## src/rtl/smic_pkg.sv

```systemverilog
package smic_pkg;
  localparam logic [1:0] REG_DATA  = 2'd0;
  localparam logic [1:0] REG_CS    = 2'd1;
  localparam logic [1:0] REG_FLAGS = 2'd2;

  localparam int BIT_RX   = 7;
  localparam int BIT_TX   = 6;
  localparam int BIT_BUSY = 0;
  localparam logic [7:0] EVT_MASK = 8'h1C;

  localparam logic [7:0] OP_GET    = 8'h40;
  localparam logic [7:0] OP_WFIRST = 8'h41;
  localparam logic [7:0] OP_WMID   = 8'h42;
  localparam logic [7:0] OP_WLAST  = 8'h43;
  localparam logic [7:0] OP_RFIRST = 8'h44;
  localparam logic [7:0] OP_RMID   = 8'h45;
  localparam logic [7:0] OP_RLAST  = 8'h46;
  localparam logic [7:0] RESP_BIT  = 8'h80;

  typedef enum logic [3:0] {
    S_IDLE, S_CHECK, S_CHECK_WAIT, S_WFIRST, S_WMID, S_WLAST,
    S_TURN, S_RFIRST, S_RMID, S_RLAST
  } xact_e;

  typedef enum logic [3:0] {
    P_FLG_RD, P_FLG_CAP, P_STS_RD, P_STS_CAP, P_DAT_RD, P_DAT_CAP,
    P_WR_CTL, P_WR_DAT, P_WR_FLG
  } phase_e;

  typedef enum logic [2:0] {
    A_SEQ, A_POLL, A_STS, A_STEP, A_RDDAT, A_ADV, A_DONE, A_RETRY
  } act_e;
endpackage

```

## src/rtl/smic_byte_ram.sv

```systemverilog
module smic_byte_ram #(
  parameter int DEPTH = 80,
  localparam int AW = $clog2(DEPTH)
) (
  input  logic          clk,
  input  logic          we,
  input  logic [AW-1:0] waddr,
  input  logic [7:0]    wdata,
  input  logic [AW-1:0] raddr,
  output logic [7:0]    rdata
);
  logic [7:0] mem [DEPTH];

  always_ff @(posedge clk) begin
    if (we) mem[waddr] <= wdata;
    rdata <= mem[raddr];
  end
endmodule

```

## src/rtl/smic_step_timer.sv

```systemverilog
module smic_step_timer #(
  parameter int TMO_CYCLES = 1000,
  localparam int TW = $clog2(TMO_CYCLES + 1)
) (
  input  logic clk,
  input  logic rst,
  input  logic reload,
  input  logic run,
  output logic expired
);
  localparam logic [TW-1:0] LOAD = TW'(TMO_CYCLES);
  logic [TW-1:0] cnt;

  always_ff @(posedge clk) begin
    if (rst || reload)           cnt <= LOAD;
    else if (run && cnt != '0)   cnt <= cnt - 1'b1;
  end

  assign expired = (cnt == '0);

  assert_tmo_bound_R7: assert property (@(posedge clk) disable iff (rst) cnt <= LOAD);
endmodule

```

## src/rtl/smic_host_engine.sv

```systemverilog
module smic_host_engine
  import smic_pkg::*;
#(
  parameter int REQ_DEPTH  = 80,
  parameter int RSP_DEPTH  = 80,
  parameter int MIN_REQ    = 2,
  parameter int TMO_CYCLES = 1000,
  parameter int MAX_RETRY  = 3,
  localparam int QAW = $clog2(REQ_DEPTH),
  localparam int LW  = $clog2(REQ_DEPTH + 1),
  localparam int RAW = $clog2(RSP_DEPTH),
  localparam int RW  = $clog2(RSP_DEPTH + 1)
) (
  input  logic           clk,
  input  logic           rst,
  input  logic           req_we,
  input  logic [QAW-1:0] req_waddr,
  input  logic [7:0]     req_wdata,
  input  logic           start,
  input  logic [LW-1:0]  start_len,
  input  logic [RAW-1:0] rsp_raddr,
  output logic [7:0]     rsp_rdata,
  output logic [1:0]     bus_addr,
  output logic           bus_wr,
  output logic [7:0]     bus_wdata,
  output logic           bus_rd,
  input  logic [7:0]     bus_rdata,
  output logic           busy,
  output logic           done,
  output logic           fail,
  output logic           reject,
  output logic           attn,
  output logic [RW-1:0]  rsp_len,
  output logic           rsp_trunc
);
  localparam int CW = $clog2(MAX_RETRY + 2);
  localparam logic [RW-1:0] RSP_FULL = RW'(RSP_DEPTH);
  localparam logic [CW-1:0] RETRY_MAX = CW'(MAX_RETRY);

  xact_e  st, nxt_st, d_nst;
  phase_e ph;
  act_e   act;
  logic [7:0]    flags_q, ctl_q, d_ctl, req_byte;
  logic          has_dat, d_dat, tmo_exp, accept, len_ok, last_byte, rsp_we;
  logic [LW-1:0] wr_pos, len_q;
  logic [RW-1:0] rd_pos;
  logic [CW-1:0] retries;
  logic          trunc;

  smic_byte_ram #(.DEPTH(REQ_DEPTH)) req_ram_i (
    .clk(clk), .we(req_we), .waddr(req_waddr), .wdata(req_wdata),
    .raddr(wr_pos[QAW-1:0]), .rdata(req_byte));

  assign rsp_we = (ph == P_DAT_CAP) && (st == S_RFIRST || st == S_RMID) && (rd_pos < RSP_FULL);
  smic_byte_ram #(.DEPTH(RSP_DEPTH)) rsp_ram_i (
    .clk(clk), .we(rsp_we), .waddr(rd_pos[RAW-1:0]), .wdata(bus_rdata),
    .raddr(rsp_raddr), .rdata(rsp_rdata));

  assign busy      = (st != S_IDLE);
  assign len_ok    = (start_len >= LW'(MIN_REQ)) && (start_len <= LW'(REQ_DEPTH));
  assign accept    = start && !busy && len_ok;
  assign last_byte = (wr_pos == len_q - LW'(1));

  smic_step_timer #(.TMO_CYCLES(TMO_CYCLES)) timer_i (
    .clk(clk), .rst(rst),
    .reload(accept || act == A_STEP || act == A_ADV || act == A_RETRY),
    .run(busy), .expired(tmo_exp));

  // Decision taken at each capture phase.
  always_comb begin
    act = A_SEQ; d_ctl = ctl_q; d_nst = st; d_dat = 1'b0;
    unique case (ph)
      P_FLG_CAP: begin
        if (busy && tmo_exp)                      act = A_RETRY;
        else if (bus_rdata[BIT_BUSY] || !busy)    act = A_POLL;
        else                                      act = A_STS;
      end
      P_STS_CAP: begin
        unique case (st)
          S_CHECK: begin act = A_STEP; d_ctl = OP_GET; d_nst = S_CHECK_WAIT; end
          S_CHECK_WAIT: begin
            if (bus_rdata != (OP_GET | RESP_BIT)) act = A_RETRY;
            else begin act = A_STEP; d_ctl = OP_WFIRST; d_dat = 1'b1; d_nst = S_WFIRST; end
          end
          S_WFIRST, S_WMID: begin
            if (bus_rdata != (((st == S_WFIRST) ? OP_WFIRST : OP_WMID) | RESP_BIT)) act = A_RETRY;
            else if (!flags_q[BIT_TX]) act = A_POLL;
            else begin
              act = A_STEP; d_dat = 1'b1;
              d_ctl = last_byte ? OP_WLAST : OP_WMID;
              d_nst = last_byte ? S_WLAST : S_WMID;
            end
          end
          S_WLAST: act = (bus_rdata != (OP_WLAST | RESP_BIT)) ? A_RETRY : A_RDDAT;
          S_TURN: begin
            if (flags_q[BIT_RX]) begin act = A_STEP; d_ctl = OP_RFIRST; d_nst = S_RFIRST; end
            else act = A_POLL;
          end
          S_RFIRST: begin
            if (bus_rdata != (OP_RFIRST | RESP_BIT)) act = A_RETRY;
            else if (!flags_q[BIT_RX]) act = A_POLL;
            else begin act = A_RDDAT; d_ctl = OP_RMID; d_nst = S_RMID; end
          end
          S_RMID: begin
            if (bus_rdata == (OP_RLAST | RESP_BIT)) begin act = A_RDDAT; d_ctl = OP_RLAST; d_nst = S_RLAST; end
            else if (bus_rdata != (OP_RMID | RESP_BIT)) act = A_RETRY;
            else if (!flags_q[BIT_RX]) act = A_POLL;
            else begin act = A_RDDAT; d_ctl = OP_RMID; d_nst = S_RMID; end
          end
          S_RLAST: act = (bus_rdata != (OP_GET | RESP_BIT)) ? A_RETRY : A_RDDAT;
          default: act = A_POLL;
        endcase
      end
      P_DAT_CAP: begin
        if (st == S_WLAST || st == S_RLAST) begin
          if (bus_rdata != 8'h00) act = A_RETRY;
          else act = (st == S_WLAST) ? A_ADV : A_DONE;
        end else begin
          act = A_STEP; d_nst = nxt_st;
        end
      end
      default: act = A_SEQ;
    endcase
  end

  always_ff @(posedge clk) begin
    if (rst) begin
      st <= S_IDLE; ph <= P_FLG_RD; nxt_st <= S_IDLE;
      flags_q <= '0; ctl_q <= '0; has_dat <= 1'b0;
      wr_pos <= '0; len_q <= '0; rd_pos <= '0; trunc <= 1'b0; retries <= '0;
      done <= 1'b0; fail <= 1'b0; reject <= 1'b0; attn <= 1'b0;
      rsp_len <= '0; rsp_trunc <= 1'b0;
    end else begin
      done <= 1'b0; fail <= 1'b0; reject <= 1'b0;
      if (accept) begin
        st <= S_CHECK; ph <= P_FLG_RD; len_q <= start_len;
        wr_pos <= '0; rd_pos <= '0; trunc <= 1'b0; retries <= '0; attn <= 1'b0;
      end else begin
        if (start) reject <= 1'b0 | 1'b1;
        if (ph == P_FLG_CAP) begin
          flags_q <= bus_rdata;
          if (!busy && !bus_rdata[BIT_BUSY]) attn <= |(bus_rdata & EVT_MASK);
        end
        if (ph == P_WR_DAT) wr_pos <= wr_pos + 1'b1;
        if (ph == P_DAT_CAP && (st == S_RFIRST || st == S_RMID)) begin
          if (rd_pos < RSP_FULL) rd_pos <= rd_pos + 1'b1;
          else                   trunc  <= 1'b1;
        end
        unique case (act)
          A_SEQ: begin
            unique case (ph)
              P_FLG_RD: ph <= P_FLG_CAP;
              P_STS_RD: ph <= P_STS_CAP;
              P_DAT_RD: ph <= P_DAT_CAP;
              P_WR_CTL: ph <= has_dat ? P_WR_DAT : P_WR_FLG;
              P_WR_DAT: ph <= P_WR_FLG;
              default:  ph <= P_FLG_RD;
            endcase
          end
          A_POLL:  ph <= P_FLG_RD;
          A_STS:   ph <= P_STS_RD;
          A_STEP:  begin ctl_q <= d_ctl; has_dat <= d_dat; st <= d_nst; ph <= P_WR_CTL; end
          A_RDDAT: begin ctl_q <= d_ctl; nxt_st <= d_nst; ph <= P_DAT_RD; end
          A_ADV:   begin st <= S_TURN; ph <= P_FLG_RD; end
          A_DONE:  begin
            st <= S_IDLE; ph <= P_FLG_RD; done <= 1'b1;
            rsp_len <= rd_pos; rsp_trunc <= trunc;
          end
          A_RETRY: begin
            ph <= P_FLG_RD;
            if (retries == RETRY_MAX) begin
              st <= S_IDLE; fail <= 1'b1;
            end else begin
              retries <= retries + 1'b1; st <= S_CHECK;
              wr_pos <= '0; rd_pos <= '0; trunc <= 1'b0;
            end
          end
          default: ph <= P_FLG_RD;
        endcase
      end
    end
  end

  // Bus strobes decoded from the phase register.
  always_comb begin
    bus_rd = 1'b0; bus_wr = 1'b0; bus_addr = REG_DATA; bus_wdata = 8'h00;
    unique case (ph)
      P_FLG_RD: begin bus_rd = 1'b1; bus_addr = REG_FLAGS; end
      P_STS_RD: begin bus_rd = 1'b1; bus_addr = REG_CS; end
      P_DAT_RD: begin bus_rd = 1'b1; bus_addr = REG_DATA; end
      P_WR_CTL: begin bus_wr = 1'b1; bus_addr = REG_CS; bus_wdata = ctl_q; end
      P_WR_DAT: begin bus_wr = 1'b1; bus_addr = REG_DATA; bus_wdata = req_byte; end
      P_WR_FLG: begin bus_wr = 1'b1; bus_addr = REG_FLAGS; bus_wdata = flags_q | 8'h01; end
      default: ;
    endcase
  end

  assert_rw_excl_R1: assert property (@(posedge clk) disable iff (rst) !(bus_rd && bus_wr));
  assert_ctl_then_flags_R1: assert property (@(posedge clk) disable iff (rst)
    (bus_wr && bus_addr == REG_CS) |=> (bus_wr && (bus_addr == REG_DATA || bus_addr == REG_FLAGS)));
  assert_reject_busy_R2: assert property (@(posedge clk) disable iff (rst) (start && busy) |=> reject);
  assert_retry_bound_R8: assert property (@(posedge clk) disable iff (rst) retries <= RETRY_MAX);
  assert_rsp_bound_R9: assert property (@(posedge clk) disable iff (rst) rd_pos <= RSP_FULL);
  assert_attn_idle_R10: assert property (@(posedge clk) disable iff (rst) attn |-> !busy);
  assert_busy_end_R11: assert property (@(posedge clk) disable iff (rst) $fell(busy) |-> (done || fail));
  assert_outcome_excl_R11: assert property (@(posedge clk) disable iff (rst) !(done && fail));
endmodule

```

## config.mk

```make
export PLATFORM = sky130hd
export DESIGN_NAME = smic_host_engine
export DESIGN_NICKNAME = d
export VERILOG_FILES = /design/src/rtl/smic_pkg.sv /design/src/rtl/smic_byte_ram.sv /design/src/rtl/smic_step_timer.sv /design/src/rtl/smic_host_engine.sv
export SDC_FILE = /design/constraint.sdc
export NUM_CORES = 1
export LEC_CHECK = 0
export BUFFER_PORTS_ARGS = -buffer_cell sky130_fd_sc_hd__buf_2
export CORE_UTILIZATION = 49
export CTS_CLUSTER_DIAMETER = 30
export DETAILED_ROUTE_END_ITERATION = 8
export PLACE_DENSITY = 0.76
export SLEW_MARGIN = 0
export SYNTH_ARGS = -nofsm -noshare
export SYNTH_HDL_FRONTEND = slang
export SYNTH_SLANG_ARGS = --single-unit
```

## constraint.sdc

```tcl
create_clock -name clk -period 4 [get_ports clk]
set_clock_uncertainty 0.1 [all_clocks]
set_input_delay 0.8 -clock clk [delete_from_list [all_inputs] [get_ports clk]]
set_output_delay 0.8 -clock clk [all_outputs]
set_load 0.02 [all_outputs]
```

# Yosys cells after proc, flatten, opt, wreduce, memory -nomap -nowiden
# Memory sizes are Yosys's and may differ from the RTL's. A register that Yosys moved wholly into a read port is not among the register bits.
# Cells that the tools add are included.
[totals]
n_memories = 2
ff_bits = 76
ramBits = 1280
word_cells = 186
in_bits = 41
[mem_list]
columns = ["memory", "depth", "width", "read_ports", "rd_ports_with_merged_regs", "wr", "line_no", "text"]
rows = [
  ["req_ram_i.mem", 80, 8, 1, 1, 1, "smic_byte_ram.sv:12", "logic [7:0] mem [DEPTH];"],
  ["rsp_ram_i.mem", 80, 8, 1, 1, 1, "smic_byte_ram.sv:12", ""],
]
[op_classes]
reduce_logical = 43
n_mux = 73
bitwise_logic = 3
n_eq_ne = 38
magnitude_cmp = 3
n_addsub = 5
[ops]
columns = ["cell", "n"]
rows = [
  ["$mux W8", 8],
  ["$mux W7", 7],
  ["$pmux W8 S6", 1],
  ["$mux W4", 10],
  ["$pmux W4 S5", 2],
  ["$eq A4 B3 Y1 const B", 8],
  ["$ne A8 B8 Y1 const B", 4],
  ["$mux W3", 8],
  ["$pmux W3 S8", 1],
  ["$pmux W4 S6", 1],
  ["$pmux W8 S3", 1],
  ["$mux W1", 21],
  ["$eq A4 B2 Y1 const B", 4],
  ["$mux W2", 8],
  ["$pmux W4 S4", 1],
  ["$add A7 B1 Y7 const B", 2],
  ["$eq A3 B3 Y1 const B", 4],
  ["$eq A4 B4 Y1 const B", 3],
  ["$reduce_and A2 Y1", 6],
  ["$reduce_or A3 Y1", 4],
  ["$logic_not A10 Y1", 1],
  ["$ne A2 B2 Y1 const B", 5],
  ["$reduce_and A10 Y1", 1],
  ["$reduce_bool A10 Y1", 1],
  ["29 further kinds", 53],
]

# Logic depth before layout (Yosys ltp)
[depth]
depth_word = 11
ltp_mapped = 11
ltp_nobuf = 10

# Cells and area by module
# A second synthesis with hierarchy kept.
[unflattened]
cells_unflattened = 2786
area_unflattened_um2 = 54417.2
[by_module_without_submodules]
columns = ["module", "area_each_um2", "cells_each", "instances"]
rows = [
  ["smic_byte_ram at rsp_ram_i", 24902.6, 1112, 1],
  ["smic_byte_ram at req_ram_i", 24892.6, 1112, 1],
  ["smic_host_engine", 4005.1, 493, 1],
  ["smic_step_timer", 616.8, 69, 1],
]

# Worst setup path after synthesis
# OpenSTA, ideal clock, no wires.
[synth_timing]
path_type = "in2reg"
start = "input rsp_raddr[1]"
end = "register rsp_ram_i.rdata[5] (read register of rsp_ram_i.mem)"
slack_ns = 0.355
t_arrival_ns = 3.425
stages = 7
n_path_buf = 3
setup_ns = 0.121
path_cell_list = "clkbuf_1 buf_1 buf_1 mux4_2 mux4_2 mux4_2 mux2_2"
[synth_rtl]
columns = ["item", "line_no", "text"]
rows = [
  ["start, declared", "smic_host_engine.sv:21", "input logic [RAW-1:0] rsp_raddr,"],
  ["end, declared", "smic_byte_ram.sv:10", "output logic [7:0] rdata"],
]

# Worst setup path after layout
[layout_timing]
start = "register st[2]"
end = "register rsp_len[5]"
[layout_between]
elab_chain_len = 8
word_cells_on_any_way = 30
[layout_rtl]
columns = ["item", "line_no", "text"]
rows = [
  ["start, declared", "smic_host_engine.sv:40", "xact_e st, nxt_st, d_nst;"],
  ["start signal, assigned", "smic_host_engine.sv:128", "st <= S_IDLE; ph <= P_FLG_RD; nxt_st <= S_IDLE;"],
  ["start signal, assigned", "smic_host_engine.sv:136", "st <= S_CHECK; ph <= P_FLG_RD; len_q <= start_len;"],
  ["start signal, assigned", "smic_host_engine.sv:162", "A_STEP: begin ctl_q <= d_ctl; has_dat <= d_dat; st <= d_nst; ph <= P_WR_CTL; end"],
  ["$eq A4 B2 Y1 or $reduce_bool A4 Y1 (tied branches)", "smic_host_engine.sv:79, smic_host_engine.sv:86, smic_host_engine.sv:59", ""],
  ["$mux W2 or $logic_not A1 Y1 (tied branches)", "smic_host_engine.sv:86, smic_host_engine.sv:61, smic_host_engine.sv:75", ""],
  ["$ne A8 B8 Y1 or $logic_or A1 B1 Y1 (tied branches)", "smic_host_engine.sv:86, smic_host_engine.sv:75", ""],
  ["$mux W3 or $mux W2 (tied branches)", "smic_host_engine.sv:86, smic_host_engine.sv:75", ""],
  ["$pmux W3 S8 or $mux W3 (tied branches)", "smic_host_engine.sv:79, smic_host_engine.sv:74", ""],
  ["$pmux W3 S3", "smic_host_engine.sv:72", "unique case (ph)"],
  ["$eq A3 B3 Y1", "smic_host_engine.sv:149", "unique case (act)"],
  ["$reduce_and A2 Y1 (no line) *", "-", ""],
  ["end signal, assigned", "smic_host_engine.sv:167", "rsp_len <= rd_pos; rsp_trunc <= trunc;"],
  ["end, declared", "smic_host_engine.sv:33", "output logic [RW-1:0] rsp_len,"],
]
# Every way passes the cells marked *; elsewhere a longest branch is shown, timed or not.
# A chain may end at the register's enable or synchronous reset.

==> results.tsv <==
metric	value	unit
outcome	finished, final reports clean	
grt_overflow	0	
cts_resized	0	
syn_area	0.0541	sq mm
dieArea	0.112	sq mm
post-route-worst-setup-slack	0.351	ns
cp_max_fo	24	
drt-pass1-iter-count	6	
synth_compound_area_share	1.51	%
antenna_found_initial	4	
row_count	121	
fmax	274	MHz
via_count	28638	
cts.path.max_buffers	3	
finalInstanceArea	0.0653	sq mm
hold_viol_final	0	
finalNetCount	3024	
relSlewSlack	14.7	%
dp_slack	0.363	ns
grt_pass1_vias	29885	
drv_slew	0	
finalCriticalPeriod	3.65	ns
yosysWarnings	0	
synth_edf_count	1280	
cp_cell_sequence	buf_4 -> and4b_1 -> nor2_1 -> a311oi_1 -> a2111o_1 -> nor2_1 -> buf_4 -> a211oi_2 -> buf_4 -> mux2i_1 -> nor2_1	
placed_area	0.0575	sq mm
holdBufCountCts	0	
dp_hpwl	76700	microns
place_inst	4228	
htreeDepth	4	
synthMuxAreaShare	18.2	%
synth_xor_area_share	0.518	%
vdd_ir_drop_max	0.000439	V
fin_crit_sh	91.2	%
grt_max_degree	83	
drt_iter0_markers	3231	
cp_slowest_stage_delay	0.89	ns
clock_latency	0.82	ns
wl_per_cell	29.1	microns
ys_seq_area_share	74.4	%
syn_area_per_cell	20.7	sq um
vias_per_cell	6.16	
ios	74	
fin_cells	4651	
area_growth	20.8	%
drcViolationCount	0	
dieWidth	334	microns
synth_top_family_by_area	multiplexers	
cts.sinks	1371	
finalSetupViolations	0	
power_density	558	mW/mm^2
hold_ws	0.150	ns
cts_tree	built	
io_buffers	73	
syn-num-nets	2663	
synth_cells	2616	
clock-root-buffer	clkbuf_16	
synth_simple_gate_area_share	4.10	%
synthAdderAreaFrac	0.139	%
cp-end-kind	flip-flop	
clk_pin_slew	0.05	ns
p_leak	20.9	nW
crit_path_top_delay_cell	dfxtp_1	
start_util	49.6	%
worstPathArrival	4.21	ns
ant_nets	0	
synth_cell_types	78	
critPathRequiredTime	4.56	ns
maxCapViolations	0	
place_congestion	0.851	
start_kind	flip-flop	
drive_above_1_share	34.9	%
critical_path_class	reg2reg	
min_path_type	in2reg	
post_cts_buffers	0	
ys_seq_elements	1371	
numCtsBuffers	223	
core	0.109	sq mm
final.setup.tns	0	ns
grt_usage	24.7	%
die_height	334	microns
wirelength	136000	microns
rsz0062_at_grt	false	
synthFlopType	edfxtp_1	
postSynth.asyncResetShare	0	%
grt_pass1_wl	201000	microns
worstMarginPinSlew	1.28	ns
routing by layer:
layer | routed length, microns | vias up | global-route usage [%]
li1 | - | 11627 | -
met1 | 49900 | 14916 | 31.9
met2 | 69500 | 1803 | 41.4
met3 | 11700 | 288 | 5.01
met4 | 4420 | 4 | 9.17
met5 | 27 | - | 0
stage by stage:
stage | power (mW) | utilization, %
2_1_floorplan | 16.6 | -
3_3_place_gp | 17.1 | 52.6
3_5_place_dp | 17.1 | 52.6
4_1_cts | 36.6 | 59.8
5_1_grt | 37.3 | 59.8
6_report | 36.4 | 59.9
layout by cell type (no fill, tap or decap), drive strengths merged, types with 5 or more instances in the layout:
cell type,count
or4,5
nand4,6
clkinv,83
a211oi,12
dfxtp,91
ha,6
nor4,7
buf,272
mux4,416
nor2b,16
or3,7
nand2b,10
xnor2,18
nor2,243
nand3,29
mux2,17
nand3b,5
and3,5
a31oi,5
a21oi,31
nor3,24
clkbuf,246
xor2,14
bufinv,27
edfxtp,1280
inv,57
clkinvlp,29
o22ai,6
nor3b,10
nand2,74
mux2i,28
o21ai,33
final timing paths:
check,from,slack (ns),cells after the start,endpoint
setup / recovery,st[2],0.35,11,rsp_len[5]
hold / removal,start,0.15,2,reject
setup reg to reg,st[2],0.35,11,rsp_len[5]
hold reg to reg,ctl_q[6],0.36,2,ctl_q[6]
layout make-up:
| type | instances | area (sq um) |
|---|---|---|
| Antenna cell | 1 | 2.50 |
| Clock buffer | 246 | 5720 |
| Clock inverter | 176 | 2150 |
| Fill cell | 7265 | 43800 |
| Inverter | 20 | 75.1 |
| Multi-Input combinational cell | 1089 | 13200 |
| Sequential cell | 1371 | 40300 |
| Tap cell | 1476 | 1850 |
| Timing Repair Buffer | 272 | 2040 |
cells by family after synthesis:
kind of cell,after synthesis
flip-flops,1371
multiplexers,461
AND/OR/NAND/NOR,469
XOR/XNOR,32
buffers and inverters,156
AO/OA/AOI/OAI,121
adder cells (fa/ha/maj),6
Yosys cell counts, types with 5 or more instances:
master / n / area, sq um
edfxtp_1: 1280 / 38400
mux4_2: 416 / 9370
nor2_1: 243 / 912
dfxtp_1: 91 / 1820
clkbuf_1: 82 / 308
nand2_1: 74 / 278
a21oi_1: 31 / 155
buf_1: 30 / 113
nand3_1: 29 / 145
mux2i_1: 28 / 280
o21ai_0: 28 / 140
buf_2: 24 / 120
nor3_1: 23 / 115
inv_1: 19 / 71.3
xnor2_1: 18 / 158
mux2_2: 17 / 191
nor2b_1: 16 / 100
xor2_1: 14 / 123
a211oi_1: 11 / 82.6
nand2b_1: 10 / 62.6
nor3b_1: 9 / 67.6
or3_1: 7 / 43.8
ha_1: 6 / 75.1
nand4_1: 6 / 37.5
o22ai_1: 6 / 37.5
and3_1: 5 / 31.3
nand3b_1: 5 / 37.5
nor4_1: 5 / 31.3
report_power, final:
part	internal, mW	switching [mW]	total (mW)	leakage (nW)
registers	15.7	0.0447	15.8	12.2
logic	0.395	0.690	1.08	4.89
clock network	12.3	7.28	19.6	3.73
total	28.4	8.02	36.4	20.9
sequential cells by signal (all words and copies together), names as in the netlist, 7 cells and up:
name             count
rd_pos               7
req_ram_i.mem      640
req_ram_i.rdata      8
rsp_ram_i.mem      640
rsp_len              7
flags_q              7
rsp_ram_i.rdata      8
wr_pos               7
len_q                7
ctl_q                8
timer_i.cnt         10
worst max-delay path, delay by kind of cell, from the launching register on:
family,cells,cell delay (ns)
compound gates,3,1.01
flops,1,0.89
buf+inv,3,0.70
simple gates,4,0.57
mux,1,0.24
(Power assumes the default switching activity.)
